`config.mk`:
```
export PLATFORM = sky130hd
export DESIGN_NAME = irq_ctrl
export DESIGN_NICKNAME = d
export VERILOG_FILES = /design/src/rtl/irq_ctrl_pkg.sv /design/src/rtl/irq_arbiter.sv /design/src/rtl/irq_vec_enc.sv /design/src/rtl/irq_flag_reg.sv /design/src/rtl/irq_ctrl.sv
export SDC_FILE = /design/constraint.sdc
export NUM_CORES = 1
export LEC_CHECK = 0
export BUFFER_PORTS_ARGS = -buffer_cell sky130_fd_sc_hd__buf_4
export CORE_MARGIN = 10
export CORE_UTILIZATION = 42
export DETAILED_ROUTE_END_ITERATION = 16
export PLACE_DENSITY = 0.75
export SYNTH_ARGS = -nofsm -noshare
export SYNTH_HDL_FRONTEND = slang
export SYNTH_HIERARCHICAL = 1
export SYNTH_SLANG_ARGS = --single-unit
```
`constraint.sdc`:
```
create_clock -name clk -period 1.9 [get_ports clk]
set_clock_uncertainty 0.05 [all_clocks]
set_input_delay 0.095 -clock clk [delete_from_list [all_inputs] [get_ports clk]]
set_output_delay 0.095 -clock clk [all_outputs]
set_load 0.05 [all_outputs]
```
`src/rtl/irq_ctrl_pkg.sv`:
```
package irq_ctrl_pkg;

    // Source ordering doubles as priority: lower index wins.
    typedef enum logic [1:0] {
        SRC_USB  = 2'd0,
        SRC_TMR0 = 2'd1,
        SRC_TMR1 = 2'd2
    } src_e;

    // Width of the packed control field for a given source count.
    function automatic int ctl_field_width(input int nsrc);
        return 2 * nsrc + 1;
    endfunction

endpackage

```
`src/rtl/irq_arbiter.sv`:
```
module irq_arbiter #(
    parameter int NSRC = 3
) (
    input  logic [NSRC-1:0] req_i,
    output logic [NSRC-1:0] grant_o,
    output logic            any_o
);

    // blk[i] is high when any higher-priority (lower index) request exists.
    logic [NSRC:0] blk;

    assign blk[0] = 1'b0;

    for (genvar i = 0; i < NSRC; i++) begin : g_pri
        assign grant_o[i]  = req_i[i] & ~blk[i];
        assign blk[i+1]    = blk[i] | req_i[i];
    end

    assign any_o = blk[NSRC];

endmodule

```
`src/rtl/irq_vec_enc.sv`:
```
module irq_vec_enc #(
    parameter int NSRC     = 3,
    parameter int IW       = 2,
    parameter int VW       = 8,
    parameter int VEC_BASE = 4,
    parameter int VEC_STEP = 4
) (
    input  logic [NSRC-1:0] grant_i,
    output logic [IW-1:0]   idx_o,
    output logic [VW-1:0]   vec_o
);

    always_comb begin
        idx_o = '0;
        for (int i = 0; i < NSRC; i++) begin
            if (grant_i[i]) begin
                idx_o = IW'(i);
            end
        end
        vec_o = VW'(VEC_BASE) + VW'(VEC_STEP) * VW'(idx_o);
    end

endmodule

```
`src/rtl/irq_flag_reg.sv`:
```
module irq_flag_reg #(
    parameter int          NSRC     = 3,
    parameter int          AW       = 8,
    parameter int          DW       = 8,
    parameter logic [7:0]  REG_ADDR = 8'h0B
) (
    input  logic            clk,
    input  logic            rst_n,
    input  logic [AW-1:0]   addr_i,
    input  logic            wr_en_i,
    input  logic [DW-1:0]   wr_data_i,
    output logic [DW-1:0]   rd_data_o,
    input  logic [NSRC-1:0] evt_i,
    input  logic            ret_en_i,
    input  logic            ack_i,
    input  logic [NSRC-1:0] grant_i,
    output logic            emi_o,
    output logic [NSRC-1:0] en_o,
    output logic [NSRC-1:0] flg_o
);

    import irq_ctrl_pkg::*;

    localparam int FW = ctl_field_width(NSRC);

    typedef struct packed {
        logic [NSRC-1:0] flg;
        logic [NSRC-1:0] en;
        logic            emi;
    } ctl_t;

    ctl_t ctl_d, ctl_q;
    logic addr_hit;
    logic wr_hit;

    assign addr_hit = (addr_i == AW'(REG_ADDR));
    assign wr_hit   = wr_en_i & addr_hit;

    always_comb begin
        ctl_d = ctl_q;
        if (wr_hit) begin
            ctl_d.emi = wr_data_i[0];
            ctl_d.en  = wr_data_i[NSRC:1];
            ctl_d.flg = wr_data_i[2*NSRC:NSRC+1];
        end
        if (ret_en_i) begin
            ctl_d.emi = 1'b1;
        end
        // New events win over a software clear in the same cycle.
        ctl_d.flg = ctl_d.flg | evt_i;
        if (ack_i) begin
            ctl_d.emi = 1'b0;
            ctl_d.flg = (ctl_d.flg & ~grant_i) | evt_i;
        end
    end

    always_ff @(posedge clk) begin
        if (!rst_n) begin
            ctl_q <= '0;
        end else begin
            ctl_q <= ctl_d;
        end
    end

    always_comb begin
        rd_data_o = '0;
        if (addr_hit) begin
            rd_data_o = DW'(FW'(ctl_q));
        end
    end

    assign emi_o = ctl_q.emi;
    assign en_o  = ctl_q.en;
    assign flg_o = ctl_q.flg;

    AST_EVT_LATCH: assert property (@(posedge clk) disable iff (!rst_n)
        (|evt_i) |=> ((ctl_q.flg & $past(evt_i)) == $past(evt_i)));

    AST_ACK_CLR_EMI: assert property (@(posedge clk) disable iff (!rst_n)
        ack_i |=> !ctl_q.emi);

    AST_RETI_SETS_EMI: assert property (@(posedge clk) disable iff (!rst_n)
        (ret_en_i && !ack_i) |=> ctl_q.emi);

endmodule

```
`src/rtl/irq_ctrl.sv`:
```
module irq_ctrl #(
    parameter int          NSRC     = 3,
    parameter int          AW       = 8,
    parameter int          DW       = 8,
    parameter int          VW       = 8,
    parameter int          VEC_BASE = 4,
    parameter int          VEC_STEP = 4,
    parameter logic [7:0]  REG_ADDR = 8'h0B,
    localparam int         IW       = (NSRC > 1) ? $clog2(NSRC) : 1
) (
    input  logic            clk,
    input  logic            rst_n,
    input  logic            phase_stb_i,
    input  logic [NSRC-1:0] src_evt_i,
    input  logic [AW-1:0]   reg_addr_i,
    input  logic            reg_wr_en_i,
    input  logic [DW-1:0]   reg_wr_data_i,
    output logic [DW-1:0]   reg_rd_data_o,
    input  logic            ret_en_i,
    input  logic            ret_plain_i,
    input  logic            stack_full_i,
    output logic            irq_ack_o,
    output logic [IW-1:0]   irq_idx_o,
    output logic [VW-1:0]   irq_vec_o,
    output logic            in_service_o
);

    typedef struct packed {
        logic          ack;
        logic [IW-1:0] idx;
        logic [VW-1:0] vec;
        logic          svc;
    } seq_t;

    seq_t seq_d, seq_q;

    logic            emi;
    logic [NSRC-1:0] en;
    logic [NSRC-1:0] flg;
    logic [NSRC-1:0] pend;
    logic [NSRC-1:0] grant;
    logic            any_pend;
    logic [IW-1:0]   enc_idx;
    logic [VW-1:0]   enc_vec;
    logic            ack_d;
    logic            wr_hit;

    irq_flag_reg #(
        .NSRC     (NSRC),
        .AW       (AW),
        .DW       (DW),
        .REG_ADDR (REG_ADDR)
    ) u_flag_reg (
        .clk       (clk),
        .rst_n     (rst_n),
        .addr_i    (reg_addr_i),
        .wr_en_i   (reg_wr_en_i),
        .wr_data_i (reg_wr_data_i),
        .rd_data_o (reg_rd_data_o),
        .evt_i     (src_evt_i),
        .ret_en_i  (ret_en_i),
        .ack_i     (ack_d),
        .grant_i   (grant),
        .emi_o     (emi),
        .en_o      (en),
        .flg_o     (flg)
    );

    assign pend = flg & en & {NSRC{emi}};

    irq_arbiter #(
        .NSRC (NSRC)
    ) u_arbiter (
        .req_i   (pend),
        .grant_o (grant),
        .any_o   (any_pend)
    );

    irq_vec_enc #(
        .NSRC     (NSRC),
        .IW       (IW),
        .VW       (VW),
        .VEC_BASE (VEC_BASE),
        .VEC_STEP (VEC_STEP)
    ) u_vec_enc (
        .grant_i (grant),
        .idx_o   (enc_idx),
        .vec_o   (enc_vec)
    );

    assign ack_d  = phase_stb_i & any_pend & ~stack_full_i;
    assign wr_hit = reg_wr_en_i & (reg_addr_i == AW'(REG_ADDR));

    always_comb begin
        seq_d     = seq_q;
        seq_d.ack = ack_d;
        if (ack_d) begin
            seq_d.idx = enc_idx;
            seq_d.vec = enc_vec;
            seq_d.svc = 1'b1;
        end else if (ret_en_i || ret_plain_i) begin
            seq_d.svc = 1'b0;
        end
    end

    always_ff @(posedge clk) begin
        if (!rst_n) begin
            seq_q <= '0;
        end else begin
            seq_q <= seq_d;
        end
    end

    assign irq_ack_o    = seq_q.ack;
    assign irq_idx_o    = seq_q.idx;
    assign irq_vec_o    = seq_q.vec;
    assign in_service_o = seq_q.svc;

    AST_ACK_ON_STROBE: assert property (@(posedge clk) disable iff (!rst_n)
        irq_ack_o |-> $past(phase_stb_i));

    AST_ACK_SINGLE: assert property (@(posedge clk) disable iff (!rst_n)
        irq_ack_o |=> !irq_ack_o);

    AST_STACK_BLOCK: assert property (@(posedge clk) disable iff (!rst_n)
        irq_ack_o |-> !$past(stack_full_i));

    AST_SVC_ON_ACK: assert property (@(posedge clk) disable iff (!rst_n)
        irq_ack_o |-> (in_service_o && !emi));

    AST_PLAIN_RET: assert property (@(posedge clk) disable iff (!rst_n)
        (ret_plain_i && !ret_en_i && !wr_hit && !ack_d) |=> (emi == $past(emi)));

    AST_NO_MASKED_ACK: assert property (@(posedge clk) disable iff (!rst_n)
        (phase_stb_i && !emi) |=> !irq_ack_o);

endmodule

```
======== Word level (Yosys, flattened, before mapping) ========
Index checks and enable logic that the tools add are counted.
storage, ports and cells
  output and inout port bits .............. 20
  bits in read-only memories .............. 0
  memories kept ........................... 0
  memory bits (writable) .................. 0
  flip-flop bits (word level) ............. 19
  latch bits .............................. 0
  logic and storage cells ................. 38
  input bits .............................. 26
operators by class
  bitwise operators ....................... 17
  mux-type cells .......................... 8
  $add $sub $neg .......................... 1
  magnitude comparators ................... 0
  multiply operators ...................... 0
  shift-type cells ........................ 0
  reduce and logical (&&, ||, !) cells .... 4
  div/mod/pow operators ................... 0
  eq/ne operators ......................... 1
operators by type and width
  kind                                                  number
  two-way mux 7 bit                                     2
  bitwise AND 3 bit                                     3
  equality test 8 x 4 -> 1 bit (second input constant)  1
  bitwise OR 3 bit                                      2
  adder 3 x 4 -> 5 bit (first input constant)           1
  bitwise AND 1 bit                                     5
  two-way mux 1 bit                                     4
  NOT 1 bit                                             4
  nonzero test 2 bit                                    2
  two-way mux 3 bit                                     1
  NOT 3 bit                                             1
  two-way mux 2 bit                                     1
  bitwise OR 1 bit                                      2
  OR reduction 2 bit                                    1
  logical OR 1 bit                                      1

======== Logic depth before layout (Yosys ltp) ========
Gate-level depths: netlist of the first run.
  depth after elaboration ................. 9
  mapped depth ............................ 8
  gate-level depth less buffers ........... 6

======== By module ========
Netlist of the first run, hierarchy kept.
modules (own cells, without submodules)
  module        cells an instance  times used  area each (um^2)  seq. area each (um^2)
  irq_ctrl      53                 1           506.7             240.2
  irq_flag_reg  53                 1           449.2             140.1
  irq_vec_enc   11                 1           75.1              0.0
  irq_arbiter   4                  1           27.5              0.0

======== Worst setup path after synthesis of the first run ========
OpenSTA, ideal clock, no wires.
  kind .................................... register to register
  start point ............................. register u_flag_reg.ctl_q (netlist bit u_flag_reg/emi_o)
  end point ............................... register u_flag_reg.ctl_q (netlist bit u_flag_reg/flg_o[0])
  required time ........................... 1.781 ns
  path slack .............................. 0.065 ns
  setup time .............................. 0.069 ns
  path buffers ............................ 2
  period minus slack after synthesis ...... 1.835 ns
  arrival time ............................ 1.716 ns
  stages on the path, launching flop included .. 9
  path through ............................ dfxtp_1 -> and3_1 -> or3_1 -> and3b_1 -> buf_6 -> buf_12 -> a21boi_0 -> a2111oi_0 -> o21ai_1
on the way
  cells in the longest elaborated chain, start to end .. 6
  elaborated cells on any way between the ends .. 9
  classes of those cells .................. mux (1); bitwise (8)
ends and longest elaborated chain
  element                         line                RTL
  start, declared                 irq_flag_reg.sv:32  ctl_t ctl_d, ctl_q;
  start signal, assigned          irq_flag_reg.sv:61  ctl_q <= ctl_d;
  bitwise AND 3 bit               irq_ctrl.sv:69      assign pend = flg & en & {NSRC{emi}};
  net pend[1]                     irq_ctrl.sv:40      logic [NSRC-1:0] pend;
  bitwise OR 1 bit (2 in a row)   irq_arbiter.sv:16   assign blk[i+1] = blk[i] | req_i[i];
  net any_pend                    irq_ctrl.sv:42      logic any_pend;
  bitwise AND 1 bit (2 in a row)  irq_ctrl.sv:91      assign ack_d = phase_stb_i & any_pend & ~stack_full_i;
  net ack_d                       irq_ctrl.sv:45      logic ack_d;
  two-way mux 3 bit               irq_flag_reg.sv:51  if (ack_i) begin
The timed path passes the listed nets, and every way through them passes these cells.
A chain may end at the register's enable or synchronous reset.

======== Worst setup path after layout of the first run ========
  start point ............................. register u_flag_reg.ctl_q (netlist bit u_flag_reg/emi_o)
  end point ............................... register u_flag_reg.ctl_q (netlist bit u_flag_reg/flg_o[1])
on the way
  elaborated cells on any way between the ends .. 11
  classes of those cells .................. mux (1); bitwise (10)
RTL lines
  element                         line
  bitwise AND 3 bit               irq_ctrl.sv:69
  net pend[1]                     irq_ctrl.sv:40
  bitwise OR 1 bit (2 in a row)   irq_arbiter.sv:16
  net any_pend                    irq_ctrl.sv:42
  bitwise AND 1 bit (2 in a row)  irq_ctrl.sv:91
  two-way mux 3 bit               irq_flag_reg.sv:51
The timed path passes the listed nets, and every way through them passes these cells.

==> run_summary.xml, run 1 <==
<?xml version="1.0" encoding="UTF-8"?>
<metrics>
  <group name="outcome">
    <metric name="outcome" unit="">finished clean</metric>
  </group>
  <group name="logic_synthesis">
    <metric name="synth.area.top_cells" unit="">sky130_fd_sc_hd__dfxtp_1 (36%), sky130_fd_sc_hd__mux2i_1 (12%), sky130_fd_sc_hd__nand2_1 (10%)</metric>
    <metric name="synth-edff-count" unit="">0</metric>
    <metric name="post_synth_instance_area" unit="µm²">1060</metric>
    <metric name="synthDistinctLibCells" unit="">30</metric>
    <metric name="async_flop_share" unit="">0</metric>
    <metric name="synth_warnings" unit="">6</metric>
    <metric name="mean_cell_area_of_the_mapped_netlist" unit="µm²">8.75</metric>
    <metric name="synth_seq_area_share" unit="">0.359</metric>
    <metric name="dominantRegCellSynth" unit="">sky130_fd_sc_hd__dfxtp_1</metric>
    <metric name="synthCells" unit="">121</metric>
    <metric name="ys_seq_elements" unit="">19</metric>
    <metric name="synth.largest_area_cell" unit="">sky130_fd_sc_hd__dfxtp_1</metric>
    <metric name="synth_top_area_share" unit="">0.359</metric>
  </group>
  <group name="setup_path">
    <metric name="cp_data_arrival_time" unit="ns">1.93</metric>
    <metric name="cell_type_group_with_the_largest_total_delay_on_the_critical_path" unit="">simple AND/OR/NAND/NOR gates</metric>
    <metric name="critical_path.endpoint_type" unit="">register</metric>
    <metric name="cp.required" unit="ns">2.08</metric>
    <metric name="crit_chain" unit="">and3_1 -&gt; or3_1 -&gt; and3b_2 -&gt; a21boi_1 -&gt; a2111oi_2 -&gt; o21ai_1</metric>
    <metric name="delay_of_the_slowest_cell_on_the_worst_path" unit="ns">0.36</metric>
    <metric name="critPathKind" unit="">register to register</metric>
    <metric name="cp_max_fo" unit="">6</metric>
    <metric name="critical_path.startpoint_type" unit="">register</metric>
    <metric name="critPathSlowestCell" unit="">sky130_fd_sc_hd__or3_1</metric>
    <metric name="worst-path-buf-inv" unit="">0</metric>
  </group>
  <group name="routing">
    <metric name="routed_wire_length" unit="µm">2630</metric>
    <metric name="detail-route-antenna-nets" unit="">0</metric>
    <metric name="drt_pre_antenna_iters" unit="">4</metric>
    <metric name="drc" unit="">0</metric>
    <metric name="route.top_layer_used" unit="">met4</metric>
    <metric name="viasPerCell" unit="">4.92</metric>
    <metric name="met1Wirelength" unit="µm">1100</metric>
    <metric name="detail_route.wl_per_cell" unit="µm">13.3</metric>
    <metric name="met2_routed_length" unit="µm">1240</metric>
    <metric name="routed-via-count" unit="">970</metric>
    <metric name="drt_iter0_markers" unit="">35</metric>
    <metric name="routed-wl-met3" unit="µm">277</metric>
  </group>
  <group name="placement">
    <metric name="io_buffer_count" unit="">43</metric>
    <metric name="post-dp-hpwl" unit="µm">2030</metric>
    <metric name="gp_congestion" unit="">0.823</metric>
  </group>
  <group name="power">
    <metric name="p_int" unit="µW">541</metric>
    <metric name="power" unit="µW">708</metric>
    <metric name="power.sequential.fraction" unit="">0.581</metric>
    <metric name="power_frac_clock" unit="">0.281</metric>
    <metric name="power.density_cell_area" unit="nW/µm²">490</metric>
    <metric name="worst_ir_drop_vdd" unit="V">0.000321</metric>
    <metric name="sw_frac_of_total" unit="">0.236</metric>
    <metric name="total_leakage_power" unit="µW">0.000676</metric>
    <metric name="switchingPower" unit="µW">167</metric>
    <metric name="power.share.combinational" unit="">0.138</metric>
  </group>
  <group name="die">
    <metric name="initial_utilization" unit="">0.435</metric>
    <metric name="die_area" unit="µm²">4930</metric>
    <metric name="pin_count" unit="">46</metric>
    <metric name="core.rowCount" unit="">18</metric>
    <metric name="coreArea" unit="µm²">2430</metric>
    <metric name="die_height" unit="µm">70.2</metric>
    <metric name="die_x" unit="µm">70.2</metric>
  </group>
  <group name="final_layout">
    <metric name="layout.nets" unit="">194</metric>
    <metric name="n_antenna_cell" unit="">0</metric>
    <metric name="share_of_final_layout_standard_cells_stronger_than_drive_strength_1" unit="">0.341</metric>
    <metric name="final_core_utilization" unit="">0.594</metric>
    <metric name="syn_to_final_growth" unit="%">36.5</metric>
  </group>
  <group name="job">
    <metric name="timing.max_cap.violations" unit="">0</metric>
  </group>
  <group name="clock_network">
    <metric name="clock_tree_from_tritoncts" unit="">done</metric>
    <metric name="clkTransAtPathRegs" unit="ns">0.11</metric>
    <metric name="worstSkewPairLatency" unit="ns">0.29</metric>
    <metric name="clockRootBuffer" unit="">sky130_fd_sc_hd__clkbuf_4</metric>
    <metric name="clockBufferDepth" unit="">2</metric>
    <metric name="clock_sink_count" unit="">19</metric>
    <metric name="cts_h_tree_depth" unit="">1</metric>
    <metric name="cts_post_setup_buffers_inserted" unit="">0</metric>
    <metric name="numCtsBuffers" unit="">3</metric>
  </group>
  <group name="global_route">
    <metric name="grt_start_max_net_pins" unit="">36</metric>
    <metric name="grt_overflow_total" unit="">0</metric>
    <metric name="wire_length_of_the_first_global_routing_pass" unit="µm">4420</metric>
    <metric name="grtUsageTotal" unit="">0.105</metric>
    <metric name="grt_antenna_before_repair" unit="">0</metric>
    <metric name="number_of_global_route_vias_before_repair" unit="">990</metric>
  </group>
  <group name="timing">
    <metric name="min_period_over_period" unit="">0.918</metric>
    <metric name="period_minus_slack" unit="ns">1.75</metric>
    <metric name="setup_repair_after_global_routing_missed_its_margin" unit="">false</metric>
    <metric name="hold_viol_final" unit="">0</metric>
    <metric name="finalHoldWorstSlack" unit="ns">0.0115</metric>
    <metric name="finalSetupTns" unit="ns">0</metric>
    <metric name="timing.fmax" unit="MHz">573</metric>
    <metric name="timing.final.max_slew_violations" unit="">0</metric>
    <metric name="setup_viol" unit="">0</metric>
  </group>
  <group name="min_path">
    <metric name="holdCritPathClass" unit="">input pin to register</metric>
  </group>
</metrics>
per-layer routing:
| layer | GRT usage | vias up |
|---|---|---|
| li1 | - | 496 |
| met4 | 0.0329 | 0 |
| met3 | 0.0579 | 2 |
| met2 | 0.171 | 32 |
| met1 | 0.112 | 440 |
| met5 | 0 | - |
power groups by stage:
stage          registers [µW]  clock network [µW]  logic, µW
2_1_floorplan             419                   0       49.7
3_3_place_gp              420                   0       84.5
3_5_place_dp              420                   0       86.5
4_1_cts                   411                 207       91.4
5_1_grt                   413                 228        107
6_report                  411                 199       97.4
placed cells by master (no fill, tap or decap), types with 3 or more instances in the layout:
master                          instances
sky130_fd_sc_hd__clkbuf_4               3
sky130_fd_sc_hd__mux2i_1               13
sky130_fd_sc_hd__dlygate4sd3_1          5
sky130_fd_sc_hd__buf_4                 48
sky130_fd_sc_hd__o21ai_1                3
sky130_fd_sc_hd__conb_1                 7
sky130_fd_sc_hd__a32oi_1                3
sky130_fd_sc_hd__nand2_1               29
sky130_fd_sc_hd__and3_1                10
sky130_fd_sc_hd__dfxtp_1               19
sky130_fd_sc_hd__a21boi_1               3
per-stage QoR:
| stage | instance area, µm² | setup slack, ns | instances |
|---|---|---|---|
| 2_1_floorplan | 1080 | 0.0646 | 126 |
| 3_3_place_gp | 1360 | 0.131 | 188 |
| 3_5_place_dp | 1360 | 0.0679 | 188 |
| 4_1_cts | 1410 | 0.0659 | 195 |
| 5_1_grt | 1450 | 0.00833 | 197 |
| 6_report | 1450 | 0.155 | 197 |
timing repair:
item	in CTS	in global routing
hold buffers	3	2
setup endpoints to repair	0	3
hold endpoints to repair	3	2
resized for setup	0	8
kinds of logic (layout without fill, tap and decap cells):
| group | Yosys count | count (layout) | share of synthesized area |
|---|---|---|---|
| buf+inv | 18 | 59 | 0.121 |
| flops | 19 | 19 | 0.359 |
| mux | 13 | 13 | 0.123 |
| other cells | 2 | 7 | 0.00709 |
| compound gates | 15 | 15 | 0.109 |
| simple gates | 54 | 54 | 0.281 |
final timing paths:
| kind | cells after the start | slack [ns] | end | from |
|---|---|---|---|---|
| worst max register to register | 6 | 0.15 | u_flag_reg/flg_o[1] | u_flag_reg/emi_o |
| worst max-delay path | 6 | 0.15 | u_flag_reg/flg_o[1] | u_flag_reg/emi_o |
| worst min register to register | 2 | 0.41 | irq_vec_o[6] | irq_vec_o[6] |
| worst min-delay path | 3 | 0.01 | u_flag_reg/en_o[2] | reg_wr_data_i[3] |
state kept, by name, summed over array words and instances (netlist names):
name	flops
in_service_o	1
u_flag_reg/emi_o	1
u_flag_reg/en_o	3
u_flag_reg/flg_o	3
irq_idx_o	2
irq_ack_o	1
irq_vec_o	8
cells in the mapped netlist, types with 2 or more instances:
cell type	count
sky130_fd_sc_hd__o21ai_1	3
sky130_fd_sc_hd__inv_1	2
sky130_fd_sc_hd__a2111oi_0	4
sky130_fd_sc_hd__buf_2	2
sky130_fd_sc_hd__dfxtp_1	19
sky130_fd_sc_hd__conb_1	2
sky130_fd_sc_hd__nand2_1	29
sky130_fd_sc_hd__clkbuf_1	3
sky130_fd_sc_hd__nor3b_1	2
sky130_fd_sc_hd__mux2i_1	13
sky130_fd_sc_hd__buf_4	9
sky130_fd_sc_hd__and3_1	10
sky130_fd_sc_hd__nor2b_1	2
sky130_fd_sc_hd__a32oi_1	3
sky130_fd_sc_hd__a21boi_0	3
final cells by class:
cell class                 count  area [µm²]
clock buffer                   4        26.3
fill                         238         987
inverter                       2        7.51
multi-input combinational     89         583
sequential                    19         380
tap                           30        37.5
timing repair buffer          53         410
worst register-to-register path: cells and delay by family, from the launching register on:
kind / cells / cell delay [ns]
compound gates: 3 / 0.47
simple gates: 3 / 0.84
flops: 1 / 0.35
(Power assumes the default switching activity.)
==> run 2: changes to the inputs <==
PLACE_DENSITY = 0.86   (was 0.75)
SKIP_CTS_REPAIR_TIMING = 1   (was unset)
==> run 2 against run 1 <==
- worst hold slack improved by 0.0020 ns
- die area is the same
- fmax is 5.8% lower
- register-to-register slack got worse by 0.11 ns
- worst setup slack lost 0.11 ns
- non-clock buffer count fell by 1
- cell count decreased by 0.51%
- via count increased by 1.0%
- global-route usage fell by 0.060 points
- wire length up 1.2%
- sequential cell count stayed put
- largest power group unchanged
==> run_summary.xml, run 2 (synthesized netlist as in run 1, its figures left out) <==
<?xml version="1.0" encoding="UTF-8"?>
<metrics>
  <group name="outcome">
    <metric name="outcome" unit="">finished clean</metric>
  </group>
  <group name="final_layout">
    <metric name="final_cell_mix" unit="">sky130_fd_sc_hd__buf_4 (47), sky130_fd_sc_hd__nand2_1 (29), sky130_fd_sc_hd__dfxtp_1 (18)</metric>
    <metric name="final_cells" unit="">196</metric>
    <metric name="n_antenna_cell" unit="">0</metric>
    <metric name="multiInputGateArea" unit="µm²">578</metric>
    <metric name="most_common_cell_after_layout_fill_and_taps_aside" unit="">sky130_fd_sc_hd__buf_4</metric>
    <metric name="final-seq-area" unit="µm²">382</metric>
    <metric name="nFillCells" unit="">216</metric>
    <metric name="syn_to_final_growth" unit="%">35.5</metric>
    <metric name="layout.nets" unit="">193</metric>
    <metric name="final_cell_area" unit="µm²">1430</metric>
    <metric name="share_of_final_layout_standard_cells_stronger_than_drive_strength_1" unit="">0.331</metric>
    <metric name="largest_reg_flops" unit="">8</metric>
  </group>
  <group name="placement">
    <metric name="placed_cells" unit="">187</metric>
    <metric name="gp_congestion" unit="">0.892</metric>
    <metric name="post-dp-hpwl" unit="µm">2070</metric>
    <metric name="placement.cell_area" unit="µm²">1350</metric>
    <metric name="io_buffer_count" unit="">43</metric>
    <metric name="pre_cts_ws" unit="ns">0.107</metric>
  </group>
  <group name="setup_path">
    <metric name="cp_data_arrival_time" unit="ns">1.98</metric>
    <metric name="critPathKind" unit="">register to register</metric>
    <metric name="critical_path.endpoint_type" unit="">register</metric>
    <metric name="worst_r2r_startpoint" unit="">u_flag_reg/emi_o</metric>
    <metric name="delay_of_the_slowest_cell_on_the_worst_path" unit="ns">0.46</metric>
    <metric name="cell_type_group_with_the_largest_total_delay_on_the_critical_path" unit="">compound AO/OA/AOI/OAI gates</metric>
    <metric name="worstSetupStartpoint" unit="">u_flag_reg/emi_o</metric>
    <metric name="worst-path-buf-inv" unit="">0</metric>
    <metric name="timing.critical_path.depth" unit="">6</metric>
    <metric name="cp.required" unit="ns">2.02</metric>
    <metric name="cp_max_fo" unit="">5</metric>
    <metric name="reg2reg_slack" unit="ns">0.05</metric>
    <metric name="critical_path.startpoint_type" unit="">register</metric>
    <metric name="critPathSlowestCell" unit="">sky130_fd_sc_hd__a2111oi_1</metric>
    <metric name="crit_chain" unit="">and3_1 -&gt; or3_1 -&gt; and3b_1 -&gt; a21boi_0 -&gt; a2111oi_1 -&gt; o21ai_1</metric>
    <metric name="reg2regPathDepth" unit="">6</metric>
  </group>
  <group name="die">
    <metric name="die_x" unit="µm">70.2</metric>
    <metric name="core.rowCount" unit="">18</metric>
    <metric name="coreArea" unit="µm²">2430</metric>
    <metric name="die_height" unit="µm">70.2</metric>
    <metric name="initial_utilization" unit="">0.435</metric>
    <metric name="die_area" unit="µm²">4930</metric>
    <metric name="pin_count" unit="">46</metric>
  </group>
  <group name="global_route">
    <metric name="wire_length_of_the_first_global_routing_pass" unit="µm">4430</metric>
    <metric name="number_of_global_route_vias_before_repair" unit="">1053</metric>
    <metric name="grt_start_max_net_pins" unit="">36</metric>
    <metric name="grt_overflow_total" unit="">0</metric>
    <metric name="grtUsageTotal" unit="">0.104</metric>
    <metric name="grt_antenna_before_repair" unit="">0</metric>
  </group>
  <group name="clock_network">
    <metric name="clkTransAtPathRegs" unit="ns">0.10</metric>
    <metric name="clock_sink_count" unit="">19</metric>
    <metric name="worstSkewPairLatency" unit="ns">0.29</metric>
    <metric name="numCtsBuffers" unit="">3</metric>
    <metric name="clockRootBuffer" unit="">sky130_fd_sc_hd__clkbuf_4</metric>
    <metric name="clockBufferDepth" unit="">2</metric>
    <metric name="cts_h_tree_depth" unit="">1</metric>
    <metric name="clock_tree_from_tritoncts" unit="">done</metric>
  </group>
  <group name="timing">
    <metric name="setup_viol" unit="">0</metric>
    <metric name="setup_slack" unit="ns">0.0468</metric>
    <metric name="period_minus_slack" unit="ns">1.85</metric>
    <metric name="min_period_over_period" unit="">0.975</metric>
    <metric name="timing.fmax" unit="MHz">540</metric>
    <metric name="timing.final.max_slew_violations" unit="">0</metric>
    <metric name="hold_viol_final" unit="">0</metric>
  </group>
  <group name="routing">
    <metric name="viasPerCell" unit="">5.00</metric>
    <metric name="detail_route.wl_per_cell" unit="µm">13.6</metric>
    <metric name="drc" unit="">0</metric>
    <metric name="routed-via-count" unit="">980</metric>
    <metric name="detail-route-antenna-nets" unit="">0</metric>
    <metric name="drt_iter0_markers" unit="">64</metric>
    <metric name="routed_wire_length" unit="µm">2660</metric>
    <metric name="drt_pre_antenna_iters" unit="">6</metric>
  </group>
  <group name="power">
    <metric name="power.density_cell_area" unit="nW/µm²">494</metric>
    <metric name="total_leakage_power" unit="µW">0.000666</metric>
    <metric name="worst_ir_drop_vdd" unit="V">0.000299</metric>
  </group>
  <group name="job">
    <metric name="timing.max_cap.violations" unit="">0</metric>
  </group>
  <group name="min_path">
    <metric name="min_from" unit="">reg_wr_data_i[3]</metric>
    <metric name="holdCritPathClass" unit="">input pin to register</metric>
    <metric name="hold-path-cell-count" unit="">3</metric>
  </group>
</metrics>
run 2: changes by cell type in the layout (fill, tap and decap cells not counted), sizes merged:
cell / before / now
buf: 48 / 47
run 2: where the power goes:
group	total, µW	internal (µW)	switching [µW]
sequential	412	406	5.77
combinational	97.0	53.1	43.9
clock	199	81.6	117
total	708	541	167
run 2: metrics by stage:
step                hold slack, ns  utilization  power, µW  TNS [ns]
floorplan                    0.160            -        468         0
global placement             0.251        0.554        504         0
detailed placement           0.251        0.554        507         0
CTS                        -0.0622        0.565        708         0
global route                0.0200        0.590        755   -0.0832
finish                      0.0135        0.590        708         0
run 2: final timing paths:
| kind | end |
|---|---|
| worst min register to register | irq_vec_o[5] |
| worst max-delay path | u_flag_reg/flg_o[1] |
| worst min-delay path | u_flag_reg/en_o[2] |
| worst max register to register | u_flag_reg/flg_o[1] |
run 2: cell type report:
cell class | count | share of cell area
sequential | 19 | 0.266
multi-input combinational | 89 | 0.403
clock buffer | 4 | 0.0183
inverter | 2 | 0.00524
tap | 30 | 0.0262
timing repair buffer | 52 | 0.281
run 2: routing by layer:
| layer | vias up | global-route usage | share of wire |
|---|---|---|---|
| met2 | 44 | 0.182 | 0.50 |
| met4 | 0 | 0.0263 | 0.0079 |
| met5 | - | 0 | 0 |
| met1 | 437 | 0.109 | 0.40 |
| met3 | 4 | 0.0494 | 0.097 |
| li1 | 495 | - | - |
run 2: worst min-delay path, stage by stage:
cell	delay (ns)
sky130_fd_sc_hd__buf_4	0.10
sky130_fd_sc_hd__nand2_1	0.05
sky130_fd_sc_hd__mux2i_1	0.06
